File: src/rtl/baud_pkg.sv
`timescale 1ns/1ps
package baud_pkg;
  // Width of the largest prescaler factor (13)
  localparam int FACTOR_W = 4;

  // Prescaler code to non-power-of-two factor
  function automatic logic [FACTOR_W-1:0] factor_of(input logic [1:0] code);
    case (code)
      2'b00:   factor_of = 4'd1;
      2'b01:   factor_of = 4'd3;
      2'b10:   factor_of = 4'd4;
      default: factor_of = 4'd13;
    endcase
  endfunction
endpackage

File: src/rtl/baud_reg.sv
`timescale 1ns/1ps
// Rate control register with a reset value that depends on boot mode
module baud_reg #(
  parameter int             REG_W      = 8,
  parameter logic [REG_W-1:0] BOOT_VALUE = 8'h33
) (
  input  logic             clk,
  input  logic             rst_n,
  input  logic             boot_mode,
  input  logic             wr_en,
  input  logic [REG_W-1:0] wr_data,
  output logic [REG_W-1:0] q
);
  always_ff @(posedge clk) begin
    if (!rst_n)     q <= boot_mode ? BOOT_VALUE : '0;
    else if (wr_en) q <= wr_data;
  end
endmodule

File: src/rtl/baud_decode.sv
`timescale 1ns/1ps
// Computes divisor minus one: (factor << exponent) - 1
module baud_decode
  import baud_pkg::*;
#(
  parameter int RATE_W = 3,
  parameter int DIV_W  = FACTOR_W + (1 << RATE_W) - 1
) (
  input  logic [1:0]        presc_code,
  input  logic [RATE_W-1:0] rate_exp,
  output logic [DIV_W-1:0]  div_m1
);
  logic [DIV_W-1:0] base;
  logic [DIV_W-1:0] div;

  always_comb begin
    base   = {{(DIV_W-FACTOR_W){1'b0}}, factor_of(presc_code)};
    div    = base << rate_exp;
    div_m1 = div - DIV_W'(1);
  end
endmodule

File: src/rtl/mod_counter.sv
`timescale 1ns/1ps
// Modulo counter: advances on step, wraps after reaching last, clear wins
module mod_counter #(
  parameter int W = 4
) (
  input  logic         clk,
  input  logic         rst_n,
  input  logic         clear,
  input  logic         step,
  input  logic [W-1:0] last,
  output logic         wrap
);
  logic [W-1:0] cnt;

  assign wrap = step && (cnt == last);

  always_ff @(posedge clk) begin
    if (!rst_n || clear) cnt <= '0;
    else if (wrap)       cnt <= '0;
    else if (step)       cnt <= cnt + W'(1);
  end
endmodule

File: src/rtl/baud_rate_gen.sv
`timescale 1ns/1ps
module baud_rate_gen #(
  parameter int             REG_W      = 8,
  parameter int             RATE_W     = 3,
  parameter int             PRESC_LSB  = 4,
  parameter int             RATE_LSB   = 0,
  parameter int             OS_PER_BIT = 16,
  parameter logic [REG_W-1:0] BOOT_VALUE = 8'h33
) (
  input  logic             clk,
  input  logic             rst_n,
  input  logic             boot_mode,
  input  logic             wr_en,
  input  logic [REG_W-1:0] wr_data,
  output logic [REG_W-1:0] rd_data,
  output logic             os_tick,
  output logic             bit_tick
);
  localparam int DIV_W = baud_pkg::FACTOR_W + (1 << RATE_W) - 1;
  localparam int BIT_W = $clog2(OS_PER_BIT);

  logic [REG_W-1:0] baud_q;
  logic [DIV_W-1:0] div_m1;
  logic             os_wrap;
  logic             bit_wrap;

  baud_reg #(.REG_W(REG_W), .BOOT_VALUE(BOOT_VALUE)) u_reg (
    .clk(clk), .rst_n(rst_n), .boot_mode(boot_mode),
    .wr_en(wr_en), .wr_data(wr_data), .q(baud_q)
  );

  baud_decode #(.RATE_W(RATE_W), .DIV_W(DIV_W)) u_dec (
    .presc_code(baud_q[PRESC_LSB +: 2]),
    .rate_exp(baud_q[RATE_LSB +: RATE_W]),
    .div_m1(div_m1)
  );

  // Oversample divider: counts every input cycle
  mod_counter #(.W(DIV_W)) u_os (
    .clk(clk), .rst_n(rst_n), .clear(wr_en), .step(1'b1),
    .last(div_m1), .wrap(os_wrap)
  );

  // Bit divider: counts oversample strobes
  mod_counter #(.W(BIT_W)) u_bit (
    .clk(clk), .rst_n(rst_n), .clear(wr_en), .step(os_wrap),
    .last(BIT_W'(OS_PER_BIT - 1)), .wrap(bit_wrap)
  );

  assign rd_data  = baud_q;
  assign os_tick  = os_wrap;
  assign bit_tick = bit_wrap;
endmodule

File: config.mk
export PLATFORM = sky130hd
export DESIGN_NAME = baud_rate_gen
export DESIGN_NICKNAME = d
export VERILOG_FILES = /design/src/rtl/baud_pkg.sv /design/src/rtl/baud_reg.sv /design/src/rtl/baud_decode.sv /design/src/rtl/mod_counter.sv /design/src/rtl/baud_rate_gen.sv
export SDC_FILE = /design/constraint.sdc
export NUM_CORES = 1
export LEC_CHECK = 0
export BUFFER_PORTS_ARGS = -buffer_cell sky130_fd_sc_hd__buf_2
export CAP_MARGIN = 15
export CORE_MARGIN = 3
export CORE_UTILIZATION = 61
export DETAILED_ROUTE_END_ITERATION = 10
export PLACE_DENSITY = 0.8
export SLEW_MARGIN = 20
export SYNTH_ARGS = -nofsm -noshare
export SYNTH_HDL_FRONTEND = slang
export SYNTH_SLANG_ARGS = --single-unit
File: constraint.sdc
create_clock -name clk -period 6.73 [get_ports clk]
set_clock_uncertainty 0.05 [all_clocks]
set_input_delay 1.346 -clock clk [delete_from_list [all_inputs] [get_ports clk]]
set_output_delay 1.346 -clock clk [all_outputs]
set_load 0.1 [all_outputs]
==> flow_metrics.py <==
metrics = {
    "outcome": {
        "outcome": "finished, final reports clean",
    },
    "cts": {
        "cts-root-buf": "clkbuf_4",
        "cts_tree": "done",
        "cts_setup_buffers": 0,
        "cts.sinks": 23,
        "cts_hold_buf": 0,
        "cts.path.max_buffers": 2,
        "postCtsResizedCells": 0,
        "cts_max_level": 1,
        "clk_pin_slew_ns": 0.13,
        "clkLatencyLatePin_ns": 0.32,
        "numCtsBuffers": 3,
    },
    "timing": {
        "fmax_mhz": 187,
        "post-route-period-util_pct": 79.3,
        "finalSetupViolations": 0,
        "slew_viol_final": 0,
        "finalSetupTns_ns": 0,
        "hold_violations": 0,
        "worst_slack_ns": 1.40,
        "rsz0062_at_grt": "false",
        "tightestPinTransition_ns": 0.738,
        "relSlewSlack_pct": 50.5,
        "fin_crit_ns": 5.33,
    },
    "cells_and_area": {
        "fill_cells": 194,
        "fin_nets": 210,
        "antenna_cells": 0,
        "fin_cells": 222,
        "area_delta_synth_final_pct": 8.37,
        "seq_area_um2": 541,
        "drive_gt1_share_pct": 13.9,
        "multiInputGateArea_um2": 913,
    },
    "grt": {
        "overflow": 0,
        "antenna_found_initial": 0,
        "grt_max_degree": 24,
        "grt_pass1_wl_um": 5550,
        "grtUsageTotal_pct": 21.8,
        "first_global_vias": 1215,
    },
    "logic_synthesis": {
        "yosys.area.top_type": "dfxtp_1",
        "synth_area_leaders": "dfxtp_1, edfxtp_1, xor2_1, xnor2_1, nand2_1",
        "seq_area_frac_synth_pct": 35.8,
        "syn_nets": 194,
        "ys_seq_elements": 23,
        "netlist_area_um2": 1510,
        "synth-edff-count": 8,
        "synthTopCellsByCount": "nand2_1, nor2_1, dfxtp_1",
        "synth_top_area_share_pct": 19.9,
        "dominantRegCellSynth": "dfxtp_1",
        "avgSynthCellArea_um2": 8.44,
        "synthArstFlopShare_pct": 0,
        "ys_types": 48,
        "synth_warnings": 0,
        "syn_inst": 179,
    },
    "floorplan": {
        "fp.dieW_um": 55.8,
        "row_count": 17,
        "core_um2": 2280,
        "initial_core_util_pct": 66.4,
        "die_y_um": 55.8,
        "io_pins": 22,
        "die_area_um2": 3110,
    },
    "routing": {
        "routed_via_density": 5.99,
        "dr_total_vias": 1330,
        "drcViolationCount": 0,
        "drtAntennaViolNets": 0,
        "wirelength_um": 3220,
        "first_pass_iters": 4,
        "wire_per_inst_um": 14.5,
        "drtIter0Drc": 51,
    },
    "setup_path": {
        "worstSetupEndpointType": "primary output",
        "cp_slowest_stage_delay_ns": 0.64,
        "critical_path_arrival_ns": 3.94,
        "slowest_stage": "edfxtp_1",
        "critPathLaunchType": "flip-flop",
        "cp_cell_sequence": "nor2b_1 > or4_1 > ha_1 > and4b_1 > a211oi_1 > xor2_1 > xnor2_1 > nand4_1 > nor2_1 > buf_2",
        "crit_path_max_fanout": 18,
        "r2r_slack_ns": 2.98,
        "crit_type": "reg -> out",
        "crit_required_ns": 5.33,
    },
    "flow_run": {
        "drv_cap": 0,
    },
    "placed_design": {
        "post-place-ws_ns": 1.82,
        "io_buffers": 21,
        "hpwl_um": 2330,
        "gp_congestion": 0.880,
        "dp.cells": 218,
    },
    "power_and_ir_drop": {
        "p_leak_nw": 0.617,
        "vdd_drop_max_uv": 183,
        "powerDensity_nw_per_um2": 209,
    },
    "hold_path": {
        "hp-class": "reg -> reg",
    },
}
-- cells in the final DEF, fill, tap and decap left out, drive strengths merged, types with 5 or more instances in the layout --
cell / n
a21oi: 7
and2: 6
buf: 21
dfxtp: 15
edfxtp: 8
nand2: 17
nand2b: 8
nand3: 8
nand4: 6
nor2: 17
nor3: 5
xnor2: 9
xor2: 12
-- critical path, delay by kind of cell, from the launching register on --
| family | cells | cell delay [ns] |
|---|---|---|
| simple gates | 5 | 1.57 |
| flops | 1 | 0.64 |
| buf+inv | 1 | 0.49 |
| xor+xnor | 2 | 0.33 |
| fa+ha+maj | 1 | 0.30 |
| compound gates | 1 | 0.27 |
-- flip-flops by register name, summed over array words and instances, names as in the netlist --
signal     count
u_os.cnt      11
u_bit.cnt      4
u_reg.q        8
-- cells by family (layout without fill, tap and decap cells) --
| logic type | count (synthesis) | count (layout) | share of synthesized area, % |
|---|---|---|---|
| compound gates | 33 | 33 | 15.1 |
| simple gates | 83 | 83 | 29.4 |
| fa+ha+maj | 3 | 3 | 2.49 |
| mux | 2 | 2 | 1.33 |
| buf+inv | 14 | 29 | 3.73 |
| xor+xnor | 21 | 21 | 12.2 |
| flops | 23 | 23 | 35.8 |
-- power breakdown --
part | total [mW] | switching (mW) | internal [mW]
sequential | 0.166 | 0.0160 | 0.150
combinational | 0.112 | 0.0757 | 0.0359
clock | 0.0637 | 0.0414 | 0.0223
-- path summary, 6_finish.rpt --
check | start | endpoint | depth (start not counted)
max | u_reg.q[5] | os_tick | 10
min | u_bit.cnt[3] | u_bit.cnt[3] | 2
max reg2reg | u_reg.q[5] | u_os.cnt[3] | 10
min reg2reg | u_bit.cnt[3] | u_bit.cnt[3] | 2
-- metal layers --
metal / up-vias / GRT usage [%] / wire length, um
li1: 674 / - / -
met1: 611 / 29.0 / 1410
met2: 39 / 36.3 / 1580
met3: 6 / 3.94 / 181
met4: 0 / 5.21 / 48
met5: - / 0 / 0
-- per-stage QoR --
| stage | util, % | power (mW) | hold WS [ns] | area, um2 |
|---|---|---|---|---|
| finish | 71.9 | 0.341 | 0.460 | 1640 |
| global route | 71.9 | 0.360 | 0.496 | 1640 |
| CTS | 71.9 | 0.343 | 0.450 | 1640 |
| detailed placement | 70.7 | 0.279 | 0.433 | 1610 |
| global placement | 70.7 | 0.276 | 0.419 | 1610 |
| floorplan | - | 0.260 | 0.400 | 1510 |
-- cell type report --
type / count / area share, %
multi-input combinational: 142 / 55.8
sequential: 23 / 33.0
timing repair buffer: 21 / 6.42
tap: 28 / 2.14
clock buffer: 3 / 1.38
inverter: 4 / 0.917
clock inverter: 1 / 0.306
Note: power is estimated with default switching activity, not from simulation.
